### src/rtl/merger_pkg.sv
package merger_pkg;

    parameter int unsigned DEF_LANES      = 4;
    parameter int unsigned DEF_BYTE_W     = 8;
    parameter int unsigned DEF_WORD_BYTES = 4;

    // width of a counter that holds the bytes buffered between words
    function automatic int unsigned pend_cnt_width(input int unsigned lanes,
                                                   input int unsigned word_bytes);
        return $clog2(word_bytes + lanes);
    endfunction

endpackage

### src/rtl/merge_lane_ctrl.sv
module merge_lane_ctrl #(
    parameter int unsigned NUM_LANES = merger_pkg::DEF_LANES,
    parameter int unsigned SEL_W     = $clog2(NUM_LANES),
    parameter int unsigned CNT_W     = 3
) (
    input  logic                 clk,
    input  logic                 rst_n,
    input  logic [SEL_W-1:0]     cfg_lanes,
    input  logic [NUM_LANES-1:0] lane_valid,
    input  logic [NUM_LANES-1:0] lane_hs,
    output logic [NUM_LANES-1:0] lane_mask,
    output logic [CNT_W-1:0]     lane_num,
    output logic                 accept,
    output logic                 burst_end,
    output logic                 sync_err
);

    typedef struct packed {
        logic [SEL_W-1:0] cnt;
        logic             burst;
        logic             err;
    } ctrl_t;

    ctrl_t c_d, c_q;
    logic  hs_now;
    logic  all_valid;
    logic  any_valid;
    logic  skew;

    // lanes 0..cnt are in use
    always_comb begin
        for (int i = 0; i < NUM_LANES; i++) begin
            lane_mask[i] = (SEL_W'(i) <= c_q.cnt);
        end
    end

    always_comb begin
        hs_now    = |(lane_hs & lane_mask);
        all_valid = ((lane_valid & lane_mask) == lane_mask);
        any_valid = |(lane_valid & lane_mask);
        skew      = hs_now && any_valid && !all_valid;

        c_d       = c_q;
        c_d.burst = hs_now;
        if (!hs_now) begin
            c_d.cnt = cfg_lanes;
        end
        if (skew) begin
            c_d.err = 1'b1;
        end
    end

    always_ff @(posedge clk or negedge rst_n) begin
        if (!rst_n) begin
            c_q <= '0;
        end else begin
            c_q <= c_d;
        end
    end

    assign lane_num  = CNT_W'(c_q.cnt) + CNT_W'(1);
    assign accept    = hs_now && all_valid;
    assign burst_end = c_q.burst && !hs_now;
    assign sync_err  = c_q.err;

    // the lane count cannot move while a burst is live
    a_r5_count_frozen: assert property (@(posedge clk) disable iff (!rst_n)
        hs_now |=> $stable(c_q.cnt));

    // once raised, the error flag never drops
    a_r6_err_sticky: assert property (@(posedge clk) disable iff (!rst_n)
        sync_err |=> sync_err);

    // a mismatch inside a burst is reported on the next edge
    a_r6_err_on_skew: assert property (@(posedge clk) disable iff (!rst_n)
        (hs_now && any_valid && !all_valid) |=> sync_err);

    // a skewed cycle is never taken as data
    a_r6_no_accept_on_skew: assert property (@(posedge clk) disable iff (!rst_n)
        (any_valid && !all_valid) |-> !accept);

endmodule

### src/rtl/merge_lane_gather.sv
module merge_lane_gather #(
    parameter int unsigned NUM_LANES = merger_pkg::DEF_LANES,
    parameter int unsigned BYTE_W    = merger_pkg::DEF_BYTE_W
) (
    input  logic [NUM_LANES*BYTE_W-1:0] lane_data,
    input  logic [NUM_LANES-1:0]        lane_mask,
    output logic [NUM_LANES*BYTE_W-1:0] gathered
);

    // bytes of unused lanes are forced to zero so they never reach a word
    for (genvar g = 0; g < NUM_LANES; g++) begin : g_lane
        assign gathered[g*BYTE_W +: BYTE_W] =
            lane_mask[g] ? lane_data[g*BYTE_W +: BYTE_W] : '0;
    end

endmodule

### src/rtl/merge_word_packer.sv
module merge_word_packer #(
    parameter int unsigned NUM_LANES  = merger_pkg::DEF_LANES,
    parameter int unsigned BYTE_W     = merger_pkg::DEF_BYTE_W,
    parameter int unsigned WORD_BYTES = merger_pkg::DEF_WORD_BYTES,
    parameter int unsigned CNT_W      = 3
) (
    input  logic                          clk,
    input  logic                          rst_n,
    input  logic                          accept,
    input  logic                          burst_end,
    input  logic [NUM_LANES*BYTE_W-1:0]   in_bytes,
    input  logic [CNT_W-1:0]              in_cnt,
    output logic [WORD_BYTES*BYTE_W-1:0]  out_data,
    output logic [WORD_BYTES-1:0]         out_be,
    output logic                          out_valid,
    output logic                          out_last
);

    localparam int unsigned ACC_BYTES = WORD_BYTES - 1 + NUM_LANES;
    localparam int unsigned ACC_W     = ACC_BYTES * BYTE_W;
    localparam int unsigned WORD_W    = WORD_BYTES * BYTE_W;

    typedef struct packed {
        logic [ACC_W-1:0]      acc;
        logic [CNT_W-1:0]      pend;
        logic [WORD_W-1:0]     data;
        logic [WORD_BYTES-1:0] be;
        logic                  valid;
        logic                  last;
    } pack_t;

    pack_t             p_d, p_q;
    logic [ACC_W-1:0]  merged;
    logic [CNT_W-1:0]  total;
    logic [WORD_BYTES-1:0] part_be;

    always_comb begin
        for (int i = 0; i < WORD_BYTES; i++) begin
            part_be[i] = (CNT_W'(i) < p_q.pend);
        end
    end

    always_comb begin
        merged = p_q.acc | (ACC_W'(in_bytes) << (int'(p_q.pend) * BYTE_W));
        total  = p_q.pend + in_cnt;

        p_d       = p_q;
        p_d.valid = 1'b0;
        p_d.last  = 1'b0;

        if (burst_end) begin
            if (p_q.pend != '0) begin
                p_d.data  = p_q.acc[WORD_W-1:0];
                p_d.be    = part_be;
                p_d.valid = 1'b1;
                p_d.last  = 1'b1;
            end
            p_d.acc  = '0;
            p_d.pend = '0;
        end else if (accept) begin
            if (total >= CNT_W'(WORD_BYTES)) begin
                p_d.data  = merged[WORD_W-1:0];
                p_d.be    = '1;
                p_d.valid = 1'b1;
                p_d.acc   = merged >> WORD_W;
                p_d.pend  = total - CNT_W'(WORD_BYTES);
            end else begin
                p_d.acc  = merged;
                p_d.pend = total;
            end
        end
    end

    always_ff @(posedge clk or negedge rst_n) begin
        if (!rst_n) begin
            p_q <= '0;
        end else begin
            p_q <= p_d;
        end
    end

    assign out_data  = p_q.data;
    assign out_be    = p_q.be;
    assign out_valid = p_q.valid;
    assign out_last  = p_q.last;

    // never more than one word's worth minus one byte is left over
    a_r3_pend_bound: assert property (@(posedge clk) disable iff (!rst_n)
        p_q.pend < CNT_W'(WORD_BYTES));

    // ordinary words are always complete
    a_r3_full_word: assert property (@(posedge clk) disable iff (!rst_n)
        (out_valid && !out_last) |-> (out_be == '1));

    // a flushed word is partial, starts at byte 0 and is contiguous
    a_r4_last_partial: assert property (@(posedge clk) disable iff (!rst_n)
        out_last |-> (out_valid && out_be != '1 && out_be[0]
                      && ((out_be & (out_be + 1'b1)) == '0)));

    // after a flush nothing is left pending
    a_r4_flush_clears: assert property (@(posedge clk) disable iff (!rst_n)
        burst_end |=> (p_q.pend == '0));

endmodule

### src/rtl/lane_word_merger.sv
module lane_word_merger #(
    parameter int unsigned NUM_LANES  = merger_pkg::DEF_LANES,
    parameter int unsigned BYTE_W     = merger_pkg::DEF_BYTE_W,
    parameter int unsigned WORD_BYTES = merger_pkg::DEF_WORD_BYTES,
    parameter int unsigned SEL_W      = $clog2(NUM_LANES)
) (
    input  logic                          clk,
    input  logic                          rst_n,
    input  logic [SEL_W-1:0]              cfg_lanes,
    input  logic [NUM_LANES*BYTE_W-1:0]   lane_data,
    input  logic [NUM_LANES-1:0]          lane_valid,
    input  logic [NUM_LANES-1:0]          lane_hs,
    output logic [WORD_BYTES*BYTE_W-1:0]  out_data,
    output logic [WORD_BYTES-1:0]         out_be,
    output logic                          out_valid,
    output logic                          out_last,
    output logic                          sync_err
);

    localparam int unsigned CNT_W = merger_pkg::pend_cnt_width(NUM_LANES, WORD_BYTES);

    logic [NUM_LANES-1:0]        lane_mask;
    logic [CNT_W-1:0]            lane_num;
    logic                        accept;
    logic                        burst_end;
    logic [NUM_LANES*BYTE_W-1:0] gathered;

    merge_lane_ctrl #(
        .NUM_LANES (NUM_LANES),
        .SEL_W     (SEL_W),
        .CNT_W     (CNT_W)
    ) ctrl_i (
        .clk        (clk),
        .rst_n      (rst_n),
        .cfg_lanes  (cfg_lanes),
        .lane_valid (lane_valid),
        .lane_hs    (lane_hs),
        .lane_mask  (lane_mask),
        .lane_num   (lane_num),
        .accept     (accept),
        .burst_end  (burst_end),
        .sync_err   (sync_err)
    );

    merge_lane_gather #(
        .NUM_LANES (NUM_LANES),
        .BYTE_W    (BYTE_W)
    ) gather_i (
        .lane_data (lane_data),
        .lane_mask (lane_mask),
        .gathered  (gathered)
    );

    merge_word_packer #(
        .NUM_LANES  (NUM_LANES),
        .BYTE_W     (BYTE_W),
        .WORD_BYTES (WORD_BYTES),
        .CNT_W      (CNT_W)
    ) packer_i (
        .clk       (clk),
        .rst_n     (rst_n),
        .accept    (accept),
        .burst_end (burst_end),
        .in_bytes  (gathered),
        .in_cnt    (lane_num),
        .out_data  (out_data),
        .out_be    (out_be),
        .out_valid (out_valid),
        .out_last  (out_last)
    );

    // the mask always covers lane 0 and is contiguous from it
    a_r1_mask_shape: assert property (@(posedge clk) disable iff (!rst_n)
        lane_mask[0] && ((lane_mask & (lane_mask + 1'b1)) == '0));

    // last is only ever seen together with a valid word
    a_r4_last_needs_valid: assert property (@(posedge clk) disable iff (!rst_n)
        out_last |-> out_valid);

endmodule

### config.mk
export PLATFORM = sky130hd
export DESIGN_NAME = lane_word_merger
export DESIGN_NICKNAME = d
export VERILOG_FILES = /design/src/rtl/merger_pkg.sv /design/src/rtl/merge_lane_ctrl.sv /design/src/rtl/merge_lane_gather.sv /design/src/rtl/merge_word_packer.sv /design/src/rtl/lane_word_merger.sv
export SDC_FILE = /design/constraint.sdc
export NUM_CORES = 1
export LEC_CHECK = 0
export ABC_CLOCK_PERIOD_IN_PS = 4250
export BUFFER_PORTS_ARGS = -buffer_cell sky130_fd_sc_hd__buf_2
export CAP_MARGIN = 30
export CORE_MARGIN = 3
export CORE_UTILIZATION = 27
export DETAILED_ROUTE_END_ITERATION = 10
export GPL_ROUTABILITY_DRIVEN = 1
export GPL_TIMING_DRIVEN = 0
export HOLD_SLACK_MARGIN = 0.03
export PLACE_DENSITY_LB_ADDON = 0.05
export SLEW_MARGIN = 20
export SYNTH_ARGS = -nofsm -noshare
export SYNTH_HDL_FRONTEND = slang
export SYNTH_SLANG_ARGS = --single-unit
### constraint.sdc
create_clock -name clk -period 4.25 [get_ports clk]
set_clock_uncertainty 0.1 [all_clocks]
set_input_delay 0.2125 -clock clk [delete_from_list [all_inputs] [get_ports clk]]
set_output_delay 0.2125 -clock clk [all_outputs]
set_load 0.005 [all_outputs]
# --- Word-level counts from Yosys, hierarchy flattened ---
# Cells that the tools add are included.
totals:
  regBits: 101
  out_inout_bits: 39
  word_cells: 49
op_classes:
  addsub: 3
  n_lt_le_gt_ge: 9
  n_eq_ne: 2
  shifts: 1
  mux: 10
  bitwise: 3
  reduce_logical: 12
op_table:
  columns: ["operator", "count"]
  rows:
  - ["$mux W96", 2]
  - ["$mux W59", 1]
  - ["$or A56 B56 Y56", 1]
  - ["$shl A32 B6 Y56", 1]
  - ["$mux W38", 1]
  - ["$mux W37", 1]
  - ["$mux W8", 4]
  - ["$and A4 B4 Y4", 2]
  - ["$reduce_or A4 Y1", 2]
  - ["$lt A1 B3 Y1 const A", 2]
  - ["$lt A2 B3 Y1 const A", 2]
  - ["$eq A4 B4 Y1", 1]
  - ["$le A1 B2 Y1 const A", 2]
  - ["$le A2 B2 Y1 const A", 2]
  - ["$logic_and A1 B1 Y1", 4]
  - ["$reduce_bool A2 Y1", 2]
  - ["$add A2 B1 Y3 const B", 1]
  - ["$add A3 B3 Y3", 1]
  - ["$ge A3 B3 Y1 const B", 1]
  - ["$reduce_and A3 Y1", 1]
  - ["$reduce_bool A3 Y1", 1]
  - ["$sub A3 B3 Y3 const B", 1]
  - ["$logic_not A1 Y1", 2]
  - ["$ne A2 B1 Y1 const B", 1]
  - ["$mux W1", 1]

# --- Logic depth before layout (Yosys ltp) ---
# Gate-level depths: netlist of run 1.
logic_depth:
  ltp_word: 7
  mapped_depth: 15

# --- Cells and area by module ---
# From an unflattened synthesis of run 1, not the netlist that was laid out.
hier_totals:
  cells_unflattened: 577
  hier_area_um2: 5582.9
by_module_without_submodules:
  columns: ["mod", "instances", "cells_per_inst", "area_each_um2"]
  rows:
  - ["merge_word_packer", 1, 511, 5077.4]
  - ["merge_lane_ctrl", 1, 34, 305.3]
  - ["merge_lane_gather", 1, 32, 200.2]

# --- Worst setup path after synthesis of run 1 ---
# OpenSTA, ideal clock, no wires.
synth_timing:
  kind: "reg-to-reg"
  from: "register packer_i.p_q[38] in the netlist's numbering"
  to: "register packer_i.p_q, in the netlist packer_i.out_data[10]"
  setup_ns: 0.121
  t_arrival_ns: 2.792
  path_slack_ns: 1.237
  stages_incl_launch_ff: 15
  path_cell_list: "dfrtp_1 -> buf_2 -> buf_2 -> clkbuf_1 -> inv_1 -> ha_1 -> inv_1 -> fa_1 -> xor2_1 -> and3_1 -> and3_1 -> clkbuf_1 -> clkbuf_1 -> a21oi_1 -> o22a_1"
synth_via:
  elab_chain_len: 5
synth_lines:
  columns: ["element", "line_no", "text"]
  rows:
  - ["start, declared", "merge_word_packer.sv:32", "pack_t p_d, p_q;"]
  - ["start signal, assigned", "merge_word_packer.sv:78", "p_q <= p_d;"]
  - ["$shl A32 B6 Y56", "merge_word_packer.sv:44", "merged = p_q.acc | (ACC_W'(in_bytes) << (int'(p_q.pend) * BYTE_W));"]
  - ["$or A56 B56 Y56", "merge_word_packer.sv:44", null]
  - ["$mux W37", "merge_word_packer.sv:61", "if (total >= CNT_W'(WORD_BYTES)) begin"]
  - ["$mux W96", "merge_word_packer.sv:60", "end else if (accept) begin"]
  - ["$mux W96", "merge_word_packer.sv:51", "if (burst_end) begin"]
# Parallel ways exist; a longest one is shown, timed or not. The select of a mux whose other input is x is not followed.
# A chain may end at the register's enable or synchronous reset.

# --- Final worst setup path of run 1 ---
layout_timing:
  from: "register packer_i.p_q[38] in the netlist's numbering"
  to: "register packer_i.p_q, in the netlist packer_i.out_data[6]"
# The elaborated chain is that of the path after synthesis.

==> results of run 1 <==
## timing repair
action	in CTS	in global routing
hold endpoints to repair	44	0
hold buffers	3	0
endpoints found under the setup margin	0	33
resized for setup	0	4
## cell usage in the layout, fill, tap and decap left out, types with 4 or more instances in the layout
| cell | netlist | final |
|---|---|---|
| sky130_fd_sc_hd__a221o_1 | 11 | 11 |
| sky130_fd_sc_hd__buf_2 | 11 | 92 |
| sky130_fd_sc_hd__o21ai_1 | 13 | 13 |
| sky130_fd_sc_hd__a31oi_1 | 7 | 7 |
| sky130_fd_sc_hd__nor2b_1 | 5 | 5 |
| sky130_fd_sc_hd__mux2i_1 | 8 | 8 |
| sky130_fd_sc_hd__nand3b_1 | 9 | 9 |
| sky130_fd_sc_hd__o22a_1 | 10 | 10 |
| sky130_fd_sc_hd__o21ai_0 | 17 | 17 |
| sky130_fd_sc_hd__nand4b_1 | 8 | 8 |
| sky130_fd_sc_hd__o2bb2ai_1 | 5 | 5 |
| sky130_fd_sc_hd__dfrtp_1 | 101 | 101 |
| sky130_fd_sc_hd__o211ai_1 | 16 | 16 |
| sky130_fd_sc_hd__nor3_1 | 14 | 14 |
| sky130_fd_sc_hd__a22o_1 | 19 | 19 |
| sky130_fd_sc_hd__a21o_1 | 11 | 11 |
| sky130_fd_sc_hd__a221oi_1 | 9 | 9 |
| sky130_fd_sc_hd__clkbuf_1 | 36 | 35 |
| sky130_fd_sc_hd__a211oi_1 | 5 | 5 |
| sky130_fd_sc_hd__nor2_1 | 32 | 32 |
| sky130_fd_sc_hd__nand2_1 | 57 | 57 |
| sky130_fd_sc_hd__a21oi_1 | 87 | 87 |
| sky130_fd_sc_hd__inv_1 | 8 | 8 |
| sky130_fd_sc_hd__o22ai_1 | 15 | 15 |
| sky130_fd_sc_hd__buf_4 | 36 | 38 |
| sky130_fd_sc_hd__nand3_1 | 16 | 16 |
| sky130_fd_sc_hd__a22oi_1 | 10 | 10 |
| sky130_fd_sc_hd__o221ai_1 | 4 | 4 |
| sky130_fd_sc_hd__clkbuf_16 | 0 | 9 |
## critical path, delay by kind of cell, from the launching register on
kind / cells / cell delay (ns)
and+or+nand+nor: 3 / 0.47
buffers and inverters: 6 / 1.84
adders and majority gates: 2 / 0.43
xor gates and xnor gates: 1 / 0.24
DFF: 1 / 0.32
AOI/OAI and AO/OA: 1 / 0.16
## flip-flops by register name, indices dropped and copies added, names as in the netlist
signal              cells
packer_i.out_be         4
packer_i.out_last       1
packer_i.out_data      32
packer_i.p_q           59
ctrl_i.c_q              3
ctrl_i.sync_err         1
packer_i.out_valid      1
## final timing paths
check                                       from              endpoint  cells past startpoint
worst min register to register   ctrl_i.sync_err       ctrl_i.sync_err                      2
min in group asynchronous                  rst_n    packer_i.out_valid                      2
worst max register to register  packer_i.p_q[38]  packer_i.out_data[6]                     13
worst min-delay path                  lane_hs[0]         ctrl_i.c_q[1]                      3
max in group asynchronous                  rst_n      packer_i.p_q[68]                      3
worst max-delay path            packer_i.p_q[38]  packer_i.out_data[6]                     13
## power groups by stage
stage	clock network [mW]	registers [mW]	logic (mW)
floorplan	0	1.45	1.68
global placement	0	1.51	2.54
detailed placement	0	1.51	2.56
CTS	0.995	1.50	2.57
global route	1.03	1.54	2.82
finish	0.970	1.50	2.54
## cells in the mapped netlist (2+ instances only)
| master | number |
|---|---|
| sky130_fd_sc_hd__buf_4 | 36 |
| sky130_fd_sc_hd__o211ai_1 | 16 |
| sky130_fd_sc_hd__a211oi_1 | 5 |
| sky130_fd_sc_hd__a221o_1 | 11 |
| sky130_fd_sc_hd__buf_1 | 2 |
| sky130_fd_sc_hd__inv_2 | 2 |
| sky130_fd_sc_hd__and3_1 | 3 |
| sky130_fd_sc_hd__nand3b_1 | 9 |
| sky130_fd_sc_hd__clkbuf_1 | 36 |
| sky130_fd_sc_hd__o22a_1 | 10 |
| sky130_fd_sc_hd__o2bb2ai_1 | 5 |
| sky130_fd_sc_hd__a221oi_1 | 9 |
| sky130_fd_sc_hd__nand4b_1 | 8 |
| sky130_fd_sc_hd__or3_1 | 2 |
| sky130_fd_sc_hd__nor2_1 | 32 |
| sky130_fd_sc_hd__nand2b_1 | 3 |
| sky130_fd_sc_hd__nor3_1 | 14 |
| sky130_fd_sc_hd__nor2b_1 | 5 |
| sky130_fd_sc_hd__nand3_1 | 16 |
| sky130_fd_sc_hd__a21oi_1 | 87 |
| sky130_fd_sc_hd__dfrtp_1 | 101 |
| sky130_fd_sc_hd__o21a_1 | 3 |
| sky130_fd_sc_hd__o21ai_0 | 17 |
| sky130_fd_sc_hd__a22o_1 | 19 |
| sky130_fd_sc_hd__a21o_1 | 11 |
| sky130_fd_sc_hd__a22oi_1 | 10 |
| sky130_fd_sc_hd__mux2i_1 | 8 |
| sky130_fd_sc_hd__and2_1 | 3 |
| sky130_fd_sc_hd__nand2_1 | 57 |
| sky130_fd_sc_hd__a31oi_1 | 7 |
| sky130_fd_sc_hd__buf_2 | 11 |
| sky130_fd_sc_hd__xor2_1 | 2 |
| sky130_fd_sc_hd__o221ai_1 | 4 |
| sky130_fd_sc_hd__inv_1 | 8 |
| sky130_fd_sc_hd__o21ai_1 | 13 |
| sky130_fd_sc_hd__o22ai_1 | 15 |
## area by class of cell
| type | count | area share [%] |
|---|---|---|
| Tap cell | 265 | 4.92 |
| Timing Repair Buffer | 88 | 7.26 |
| Sequential cell | 101 | 37.5 |
| Buffer | 84 | 6.92 |
| Inverter | 10 | 0.557 |
| Clock inverter | 5 | 1.58 |
| Clock buffer | 11 | 3.45 |
| Multi-Input combinational cell | 417 | 37.8 |
## stage by stage
step / hold slack, ns / instance area [µm²]
4_1_cts: 0.0697 / 6740
6_report: 0.0764 / 6740
3_3_place_gp: 0.319 / 6320
2_1_floorplan: -0.183 / 5580
3_5_place_dp: 0.0789 / 6370
5_1_grt: 0.0960 / 6740
## layer usage
metal,GRT usage (%),vias up,wire length [µm]
met5,0,-,0
met4,8.10,0,654
met3,2.94,35,1190
met2,30.2,165,9470
met1,28.3,2587,10300
li1,-,2435,-
## kinds of logic after synthesis
| family | after synthesis | synth area share [%] |
|---|---|---|
| AO/OA/AOI/OAI | 248 | 29.6 |
| XOR/XNOR | 2 | 0.314 |
| adder cells (fa/ha/maj) | 2 | 0.583 |
| buffers and inverters | 95 | 9.06 |
| flip-flops | 101 | 45.3 |
| multiplexers | 8 | 1.44 |
| AND/OR/NAND/NOR | 157 | 13.7 |
==> PnR_summary.wiki, run 1 <==
{| class="wikitable"
! Metric !! Value
|-
| Final non-filler cell total || ~980
|-
| CTS max path bufs || 2
|-
| Crit path setup slack, layout || 0.592 ns
|-
| Final nets || 757
|-
| Placed cell count || 963
|-
| Final hold vios || 0
|-
| Yosys top cell by area || sky130_fd_sc_hd__dfrtp_1
|-
| Critical Path Fanout Max || 19
|-
| Comb pwr share || 50.8%
|-
| Tot GR Track Use || 19.9%
|-
| Leakage power of the design || 2.98 nW
|-
| Cell Chain, Critical Path || buf_2, buf_2, inv_1, ha_1, inv_1, fa_1, xor2_1, and3_1, and3_1, clkbuf_1, clkbuf_1, nor3_1, a21oi_1
|-
| Area of the mapped netlist || 5580 µm²
|-
| Run status || finished clean
|-
| Initial antenna violation count || 0
|-
| Worst endpoint data arrival time || 3.84 ns
|-
| Die span in y || 150 µm
|-
| Sequential standard cell area || between 2000 and 3000 µm²
|-
| Ratio of cells with drive above 1 in the final layout || 21.9%
|-
| Worst Hold Class || input port to flip-flop
|-
| Detail-routed net length per standard cell || 22.0 µm
|-
| Worst EP required || approximately 4.4 ns
|-
| Flip-flop cell with the highest count after synthesis || sky130_fd_sc_hd__dfrtp_1
|-
| Remaining global-route overflow || 0
|-
| DRC errors left || 0
|-
| Longest individual stage delay on the worst path || 0.55 ns
|-
| Final sum of negative setup slack || 0 ns
|-
| Starting utilization of the core area || 28.1%
|-
| Number of violations reported at the end of detailed-routing iteration 0 || 447
|-
| Number of antenna diodes || 0
|-
| Post-synthesis sequential element count || between 100 and 150
|-
| Clock tree from TritonCTS || done
|-
| Top-area cell type share of the netlist area || between 40% and 50%
|-
| Maximum vdd ir drop || 0.234 mV
|-
| Net count of the mapped netlist || 659
|-
| Number of library cell types mapped by synthesis || 49
|-
| Share of power burned in registers || around 30%
|-
| Vias in the first global route || 5,405
|-
| Core outline area || 19,800 µm²
|-
| Max Transition Viols Final || 0
|-
| Core utilization of the finished layout || around a third
|-
| Final wirelength || about 22,000 µm
|-
| Quantity of I/O buffers inserted on ports || 82
|-
| CP Capture Type || flip-flop
|-
| Number of instances in the synthesized netlist || 613
|-
| Setup Crit Path Kind || flip-flop to flip-flop
|-
| Maximum number of pins on one net before global-route repair || 60
|-
| Slew at the pin with the worst max-slew slack || around 0.87 ns
|-
| Clock network fraction of total power || 19.4%
|-
| Level count of the clock H-tree || 3
|-
| RePlAce Congestion || about 0.9
|-
| Max-cap violation count || 0
|-
| Net switching power || about 2.1 mW
|-
| Worst-Skew Late Latency || around 0.36 ns
|-
| Total via count after detailed routing || 5,222
|-
| PD cells || 743 nW/µm²
|-
| Final min period || about 3.7 ns
|-
| Upper clock frequency limit || 0.273 GHz
|-
| RSZ-0062 raised after global routing || no
|-
| Worst slew margin relative to its limit || 41.8%
|-
| Total Power || 5.01 mW
|-
| First-pass GRT wire length || 33,200 µm
|-
| Chip Width || 150 µm
|-
| Net switching fraction of the power || 42.5%
|-
| Post CTS Setup Buffer Count || 0
|-
| Leading post-synthesis cells by cell area || sky130_fd_sc_hd__dfrtp_1 (45%), sky130_fd_sc_hd__a21oi_1 (7.8%), sky130_fd_sc_hd__buf_4 (4.8%)
|-
| Multi-input gate area in the final layout || 2550 µm²
|-
| Async set-reset flop share out of synthesis || 100%
|-
| Total CTS buffers || 9
|-
| Synthesis-to-layout area growth || 20.9%
|-
| Setup slack at placement || ~0.08 ns
|-
| Slowest stage cell on the critical path || sky130_fd_sc_hd__clkbuf_1
|-
| Antenna-violating nets left || 0
|-
| Vias per std cell || 5.32
|-
| Final period util || 86.1%
|-
| Clock transition at the register clock pins on the worst setup and hold paths after CTS || around 0.070 ns
|-
| Clock root buffer || sky130_fd_sc_hd__clkbuf_16
|-
| Final Setup Violations || 0
|-
| Fillers || 2,110
|-
| Detailed placement HPWL || 16,400 µm
|-
| Minimum setup slack among reg-to-reg paths || 0.59 ns
|-
| Boundary pin count || 83
|-
| Number of enable flip-flop cells after synthesis || 0
|-
| Seq/Total Area, Yosys || 45.3%
|-
| CP Launch Type || flip-flop
|-
| Internal power summed over all cells || 2.88 mW
|-
| Sinks on the clock net || about 100
|-
| Iteration count of the initial detailed-routing pass || 5
|-
| Yosys warning total || 0
|-
| Mean cell area of the mapped netlist || 9.10 µm²
|-
| Standard-cell rows || between 50 and 60
|-
| Area of the die || 22,400 µm²
|}
No activity file was read; power rests on OpenSTA's default activity.
==> run 2, diff against run 1 <==
--- a/config.mk
+++ b/config.mk
@@ -15,6 +15,7 @@
 export GPL_TIMING_DRIVEN = 0
 export HOLD_SLACK_MARGIN = 0.03
 export PLACE_DENSITY_LB_ADDON = 0.05
+export REMOVE_ABC_BUFFERS = 1
 export SLEW_MARGIN = 20
 export SYNTH_ARGS = -nofsm -noshare
 export SYNTH_HDL_FRONTEND = slang
==> run 2 against run 1 <==
Net effect: sequential cell count stayed put; final area is 2.8% lower; register-to-register slack worse by 0.40 ns; critical path depth is 2 lower; critical path type unchanged; hold slack better by 0.034 ns; fmax is 9.9% lower; core utilization is 0.95 points lower; worst setup slack worse by 0.40 ns; global-route usage is 1.8 points lower; sequential power is 7% higher.
==> PnR_summary.wiki, run 2 (synthesis results as in run 1) <==
{| class="wikitable"
! Metric !! Value
|-
| Worst slew margin relative to its limit || 37.3% (-4.5 points)
|-
| Die span in y || 150 µm (unchanged)
|-
| Starting utilization of the core area || 28.1% (unchanged)
|-
| Fillers || 2,106 (-0.19%)
|-
| Sinks on the clock net || 101 (unchanged)
|-
| Chip Width || 150 µm (unchanged)
|-
| Quantity of I/O buffers inserted on ports || 82 (unchanged)
|-
| RSZ-0062 raised after global routing || no
|-
| First-pass GRT wire length || 30,500 µm (-8.2%)
|-
| Leading cell type in the layout, fill and taps excluded || sky130_fd_sc_hd__dfrtp_1
|-
| Area post-placement || 6220 µm² (-2.4%)
|-
| Clock tree from TritonCTS || done
|-
| Run status || finished clean
|-
| GR Layer Usage met1 || 24.9% (-3.4 points)
|-
| Setup Crit Path Kind || flip-flop to flip-flop
|-
| Setup slack at placement || 0.128 ns (+0.0492 ns)
|-
| Final min period || 4.06 ns (+0.400 ns)
|-
| CTS max path bufs || 2 (unchanged)
|-
| Hold wc startpoint || lane_hs[0]
|-
| Standard-cell rows || 51 (unchanged)
|-
| Final hold vios || 0 (unchanged)
|-
| CP Capture Type || flip-flop
|-
| Area of the die || 22,400 µm² (unchanged)
|-
| Worst Hold Class || input port to flip-flop
|-
| Vias in the first global route || 4,885 (-9.6%)
|-
| Commonest cells after routing, fill and taps aside || sky130_fd_sc_hd__dfrtp_1 (99), sky130_fd_sc_hd__a21oi_1 (87), sky130_fd_sc_hd__buf_2 (81)
|-
| Max Transition Viols Final || 0 (unchanged)
|-
| Met2 track utilization from global routing || 29.2% (-1.0 points)
|-
| Final sum of negative setup slack || 0 ns (unchanged)
|-
| Ratio of cells with drive above 1 in the final layout || 20.2% (-1.7 points)
|-
| CP Launch Type || flip-flop
|-
| Worst r2r src || ctrl_i.c_q[2]
|-
| Critical R2R Capture || packer_i.out_data[16]
|-
| Post CTS Setup Buffer Count || 0 (unchanged)
|-
| Iteration count of the initial detailed-routing pass || 7 (+2)
|-
| Maximum number of pins on one net before global-route repair || 64 (+6.7%)
|-
| DRC errors left || 0 (unchanged)
|-
| Hold Path End || ctrl_i.c_q[1]
|-
| Number of buffers inserted for hold repair after clock tree synthesis || 3 (unchanged)
|-
| PD cells || 723 nW/µm² (-2.7%)
|-
| Total via count after detailed routing || 4,960 (-5.0%)
|-
| Number of antenna diodes || 0 (unchanged)
|-
| Final period util || 95.5% (+9.4 points)
|-
| Final nets || 689 (-9.0%)
|-
| Final worst hold slack || 0.110 ns (+0.0335 ns)
|-
| Maximum vdd ir drop || 0.260 mV (+11%)
|-
| Worst endpoint data arrival time || 4.20 ns (+0.36 ns)
|-
| Detailed placement HPWL || 13,900 µm (-15%)
|-
| Initial antenna violation count || 0 (unchanged)
|-
| Total CTS buffers || 9 (unchanged)
|-
| Tot GR Track Use || 18.1% (-1.8 points)
|-
| Cell depth of the worst flop-to-flop path || 11 (-2)
|-
| Final Setup Violations || 0 (unchanged)
|-
| Worst-Skew Late Latency || 0.35 ns (about the same)
|-
| Core outline area || 19,800 µm² (unchanged)
|-
| RePlAce Congestion || 0.761 (-14%)
|-
| Slew at the pin with the worst max-slew slack || 0.940 ns (+0.0697 ns)
|-
| GRT busiest layer || met2
|-
| Register name with the most flops || packer_i.p_q
|-
| Hold path cells || 3 (unchanged)
|-
| Core utilization of the finished layout || 33.0% (-0.95 points)
|-
| Remaining global-route overflow || 0 (unchanged)
|-
| Worst EP required || 4.39 ns (-0.04 ns)
|-
| Final design instance area without fill || 6550 µm² (-2.8%)
|-
| Number of flip-flops under the largest register name || 59 (unchanged)
|-
| Clock root buffer || sky130_fd_sc_hd__clkbuf_16
|-
| Vias per std cell || 5.43 (+2.1%)
|-
| Clock transition at the register clock pins on the worst setup and hold paths after CTS || 0.07 ns (about the same)
|-
| Max-cap violation count || 0 (unchanged)
|-
| Boundary pin count || 83 (unchanged)
|-
| Upper clock frequency limit || 0.246 GHz (-9.9%)
|-
| Antenna-violating nets left || 0 (unchanged)
|-
| Synthesis-to-layout area growth || 17.5%
|-
| Post-cts sizing count || 0 (unchanged)
|-
| Detail-routed net length per standard cell || 22.0 µm (about the same)
|-
| Critical Path Fanout Max || 22 (+3)
|-
| Crit path setup slack, layout || 0.192 ns (-0.400 ns)
|-
| Final wirelength || 20,100 µm (-6.9%)
|-
| GR met3 Demand/Resource || 4.15% (+1.2 points)
|-
| Minimum setup slack among reg-to-reg paths || 0.19 ns (-0.40 ns)
|-
| Leakage power of the design || 2.83 nW (-5.1%)
|-
| Number of violations reported at the end of detailed-routing iteration 0 || 496 (+11%)
|-
| Level count of the clock H-tree || 3 (unchanged)
|}
[run 2: cell type report]
class                      count  area [µm²]  area share (%)
sequential                   101        2530            38.6
clock buffer                  11         233            3.55
timing repair buffer         104         772            11.8
tap                          265         332            5.06
multi-input combinational    417        2590            39.5
clock inverter                 5        61.3           0.935
inverter                      10        37.5           0.573
[run 2: stage by stage]
stage / std cells / total power, mW
detailed placement: 893 / 3.92
global placement: 875 / 3.69
CTS: 912 / 4.80
global route: 913 / 5.10
floorplan: 528 / 2.85
finish: 913 / 4.74
[run 2: layer usage]
layer  wire [µm]  vias up
li1            -     2300
met4         228        0
met5           0        -
met3        1030       15
met1        9510     2493
met2        9340      152
[run 2: worst max-delay path, cell delays in order, from the launching register on]
cell	delay (ns)
sky130_fd_sc_hd__dfrtp_1	0.59
sky130_fd_sc_hd__buf_16	0.26
sky130_fd_sc_hd__inv_1	0.15
sky130_fd_sc_hd__ha_1	0.17
sky130_fd_sc_hd__inv_1	0.05
sky130_fd_sc_hd__fa_1	0.42
sky130_fd_sc_hd__xor2_1	0.21
sky130_fd_sc_hd__and3_1	0.27
sky130_fd_sc_hd__and3_2	0.38
sky130_fd_sc_hd__nor2_2	0.58
sky130_fd_sc_hd__inv_2	0.42
sky130_fd_sc_hd__o22a_1	0.32
[run 2: where the power goes]
part	switching [mW]	internal, mW
sequential	0.316	1.30
combinational	1.35	0.935
clock	0.386	0.460
total	2.05	2.69
[run 2: worst max-delay path by stage]
| stage | start | end | cells past startpoint |
|---|---|---|---|
| floorplan | packer_i.p_q[38] | packer_i.p_q[56] | 8 |
| global placement | packer_i.p_q[38] | packer_i.out_data[11] | 5 |
| detailed placement | ctrl_i.c_q[2] | packer_i.out_data[16] | 11 |
| CTS | ctrl_i.c_q[2] | packer_i.out_data[16] | 11 |
| global route | ctrl_i.c_q[2] | packer_i.out_data[8] | 11 |
| finish | ctrl_i.c_q[2] | packer_i.out_data[16] | 11 |
==> run 3, diff against run 2 <==
--- a/config.mk
+++ b/config.mk
@@ -15,8 +15,8 @@
 export GPL_TIMING_DRIVEN = 0
 export HOLD_SLACK_MARGIN = 0.03
 export PLACE_DENSITY_LB_ADDON = 0.05
-export REMOVE_ABC_BUFFERS = 1
 export SLEW_MARGIN = 20
 export SYNTH_ARGS = -nofsm -noshare
 export SYNTH_HDL_FRONTEND = slang
+export SYNTH_HIERARCHICAL = 1
 export SYNTH_SLANG_ARGS = --single-unit
==> run 3 against run 2 <==
Net effect: fmax increased by 12%; non-clock buffer count increased by 57; sequential power decreased by 7%; total power increased by 0.78%; critical path type unchanged; largest cell class unchanged; largest power group unchanged; highest routed layer unchanged.
==> PnR_summary.wiki, run 3 <==
{| class="wikitable"
! Metric !! Value
|-
| Total Power || 4.78 mW (+0.78%)
|-
| Leakage power of the design || 2.93 nW (+3.5%)
|-
| Placed cell count || 925 (+3.6%)
|-
| Area of the mapped netlist || 5580 µm² (+0.11%)
|-
| Final min period || 3.62 ns (-0.442 ns)
|-
| Total via count after detailed routing || 4,840 (-2.4%)
|-
| Number of buffers inserted for hold repair after clock tree synthesis || 4 (+1)
|-
| Final Setup Violations || 0 (unchanged)
|-
| Yosys top cell by area || sky130_fd_sc_hd__dfrtp_1
|-
| Critical Path Fanout Max || 10 (-55%)
|-
| Hold path cells || 3 (unchanged)
|-
| Number of instances in the synthesized netlist || 577 (-5.9%)
|-
| Slew at the pin with the worst max-slew slack || 0.807 ns (-0.133 ns)
|-
| Number of violations reported at the end of detailed-routing iteration 0 || 414 (-17%)
|-
| Max Transition Viols Final || 0 (unchanged)
|-
| Worst EP required || 4.39 ns (about the same)
|-
| Die span in y || 150 µm (about the same)
|-
| Number of library cell types mapped by synthesis || 45 (-8.2%)
|-
| Remaining global-route overflow || 0 (unchanged)
|-
| Max-cap violation count || 0 (unchanged)
|-
| Detail-routed net length per standard cell || 20.9 µm (-5.1%)
|-
| Level count of the clock H-tree || 3 (unchanged)
|-
| Chip Width || 150 µm (about the same)
|-
| Register name with the most flops || packer_i/p_q
|-
| Top cells by count, synth || sky130_fd_sc_hd__dfrtp_1 (101), sky130_fd_sc_hd__nand2_1 (60), sky130_fd_sc_hd__a21oi_1 (53)
|-
| Area of the die || 22,400 µm² (+0.11%)
|-
| Slowest stage cell on the critical path || sky130_fd_sc_hd__nor3_1
|-
| Post-cts sizing count || 0 (unchanged)
|-
| Mean cell area of the mapped netlist || 9.68 µm² (+6.4%)
|-
| Yosys warning total || 6 (+6)
|-
| Number of enable flip-flop cells after synthesis || 0 (unchanged)
|-
| Fillers || 2,152 (+2.2%)
|-
| Number of flip-flops under the largest register name || 59 (unchanged)
|-
| CP Capture Type || flip-flop
|-
| Worst-Skew Late Latency || 0.35 ns (about the same)
|-
| Final sum of negative setup slack || 0 ns (unchanged)
|-
| Worst slew margin relative to its limit || 45.8% (+8.4 points)
|-
| Standard-cell rows || 51 (unchanged)
|-
| Starting utilization of the core area || 28.0% (-0.059 points)
|-
| DRC errors left || 0 (unchanged)
|-
| Maximum number of pins on one net before global-route repair || 53 (-17%)
|-
| Final non-filler cell total || 945 (+3.5%)
|-
| Run status || finished clean
|-
| Leading post-synthesis cells by cell area || sky130_fd_sc_hd__dfrtp_1 (45%), sky130_fd_sc_hd__buf_4 (5.4%), sky130_fd_sc_hd__a21oi_1 (4.8%)
|-
| Final nets || 724 (+5.1%)
|-
| CTS max path bufs || 2 (unchanged)
|-
| Ratio of cells with drive above 1 in the final layout || 28.7% (+8.5 points)
|-
| Quantity of I/O buffers inserted on ports || 82 (unchanged)
|-
| Synthesis-to-layout area growth || 20.2%
|-
| Antenna-violating nets left || 0 (unchanged)
|-
| Iteration count of the initial detailed-routing pass || 5 (-2)
|-
| Flip-flop cell with the highest count after synthesis || sky130_fd_sc_hd__dfrtp_1
|-
| Worst Hold Class || input port to flip-flop
|-
| Commonest cells after routing, fill and taps aside || sky130_fd_sc_hd__dfrtp_1 (101), sky130_fd_sc_hd__buf_2 (100), sky130_fd_sc_hd__nand2_1 (60)
|-
| RePlAce Congestion || 0.853 (+12%)
|-
| Clock transition at the register clock pins on the worst setup and hold paths after CTS || 0.07 ns (about the same)
|-
| Detailed placement HPWL || 14,600 µm (+5.1%)
|-
| Top-area cell type share of the netlist area || 45.3% (-0.051 points)
|-
| Cell depth of the worst flop-to-flop path || 10 (-1)
|-
| Post CTS Setup Buffer Count || 0 (unchanged)
|-
| Boundary pin count || 83 (unchanged)
|-
| Worst endpoint data arrival time || 3.76 ns (-0.44 ns)
|-
| Setup Crit Path Kind || flip-flop to flip-flop
|-
| Vias in the first global route || 4,855 (-0.61%)
|-
| RSZ-0062 raised after global routing || no
|-
| Vias per std cell || 5.12 (-5.7%)
|-
| Cell with the most instances after synthesis || sky130_fd_sc_hd__dfrtp_1
|-
| Initial antenna violation count || 0 (unchanged)
|-
| Most frequent cell on the critical path || sky130_fd_sc_hd__inv_1
|-
| Core outline area || 19,900 µm² (+0.32%)
|-
| Net count of the mapped netlist || 626
|-
| Final wirelength || 19,800 µm (-1.7%)
|-
| Tot GR Track Use || 18.0% (-0.043 points)
|-
| Seq/Total Area, Yosys || 45.3% (-0.051 points)
|-
| Upper clock frequency limit || 0.277 GHz (+12%)
|-
| Clock root buffer || sky130_fd_sc_hd__clkbuf_16
|-
| Clock tree from TritonCTS || done
|-
| Final period util || 85.1% (-10 points)
|-
| First-pass GRT wire length || 30,200 µm (-0.86%)
|-
| Longest individual stage delay on the worst path || 0.71 ns (+0.12 ns)
|-
| CP Launch Type || flip-flop
|-
| Final hold vios || 0 (unchanged)
|-
| Total CTS buffers || 9 (unchanged)
|-
| PD cells || 712 nW/µm² (-1.6%)
|-
| Cell Chain, Critical Path || inv_1, ha_1, inv_1, a211oi_4, nor3_1, nor2b_1, nand2_1, buf_2, a211oi_1, nor2_1
|-
| Maximum vdd ir drop || 0.232 mV (-11%)
|-
| Sinks on the clock net || 101 (unchanged)
|-
| Async set-reset flop share out of synthesis || 100% (unchanged)
|-
| Post-synthesis sequential element count || 101 (unchanged)
|-
| Leading cell type in the layout, fill and taps excluded || sky130_fd_sc_hd__dfrtp_1
|}
-- run 3: changes by cell type after synthesis, moves of 14 or more --
cell                       change
sky130_fd_sc_hd__a21oi_1      -34
sky130_fd_sc_hd__a221oi_1     +15
sky130_fd_sc_hd__a22o_1       -18
sky130_fd_sc_hd__and2_1       +30
sky130_fd_sc_hd__clkbuf_1     -24
sky130_fd_sc_hd__mux2_2       +23
sky130_fd_sc_hd__nand3_1      -14
sky130_fd_sc_hd__nor2_1       -16
sky130_fd_sc_hd__o211ai_1     -16
sky130_fd_sc_hd__o21ai_0      +28
sky130_fd_sc_hd__o22ai_1      +18
-- run 3: per-layer routing --
| metal | GRT usage (%) | share of wire [%] | routed length [µm] |
|---|---|---|---|
| met3 | 2.45 | 5.2 | 1030 |
| met5 | 0 | 0 | 0 |
| met2 | 27.6 | 44 | 8780 |
| met4 | 5.54 | 1.8 | 355 |
| met1 | 26.5 | 49 | 9590 |
-- run 3: logic make-up (layout without fill, tap and decap cells) --
group	count (synthesis)	count (layout)	share of synthesized area [%]
compound gates	214	214	24.0
simple gates	138	138	12.9
flops	101	101	45.3
buf+inv	81	183	8.83
mux	34	34	6.61
fa+ha+maj	5	5	1.26
xor+xnor	3	3	0.986
other cells	1	2	0.0672
-- run 3: critical path: cells and delay by family, from the launching register on --
kind                       cells  cell delay (ns)
AOI/OAI and AO/OA              2             0.44
adders and majority gates      1             0.21
buffers and inverters          3             0.74
DFF                            1             0.46
and+or+nand+nor                4             1.54
-- run 3: area by class of cell --
type	count	area, µm²	area share [%]
well taps	265	332	4.94
repair buffers	87	484	7.21
inverters	7	26.3	0.391
clock inverters	6	86.3	1.29
plain buffers	74	467	6.95
clock buffers	9	225	3.36
flip-flops and latches	101	2530	37.7
multi-input cells	395	2560	38.2
diodes	1	2.50	0.0373
-- run 3: report_power, final --
| group | switching, mW | total (mW) | internal [mW] |
|---|---|---|---|
| Combinational | 1.45 | 2.39 | 0.934 |
| Sequential | 0.205 | 1.49 | 1.28 |
| Clock | 0.387 | 0.901 | 0.514 |
| Total | 2.05 | 4.78 | 2.73 |
-- run 3: path summary, 6_finish.rpt --
kind	start	slack, ns	end
setup reg to reg	ctrl_i/c_q[3]	0.63	packer_i/out_data[17]
hold reg to reg	packer_i/out_be[0]	0.37	packer_i/out_be[0]
min in group asynchronous	rst_n	0.28	packer_i/out_data[21]
max in group asynchronous	rst_n	3.10	packer_i/p_q[88]
hold / removal	lane_hs[1]	0.04	ctrl_i/c_q[1]
setup / recovery	ctrl_i/c_q[3]	0.63	packer_i/out_data[17]
-- run 3: stage by stage --
| stage | instance area (µm²) | hold slack (ns) | worst slack [ns] | util, % |
|---|---|---|---|---|
| 2_1_floorplan | 5580 | -0.183 | 1.58 | - |
| 3_3_place_gp | 6320 | 0.319 | 0.661 | 31.8 |
| 3_5_place_dp | 6360 | 0.111 | 0.623 | 31.9 |
| 4_1_cts | 6710 | 0.0354 | 0.602 | 33.7 |
| 5_1_grt | 6710 | 0.0451 | 0.276 | 33.7 |
| 6_report | 6710 | 0.0431 | 0.635 | 33.7 |
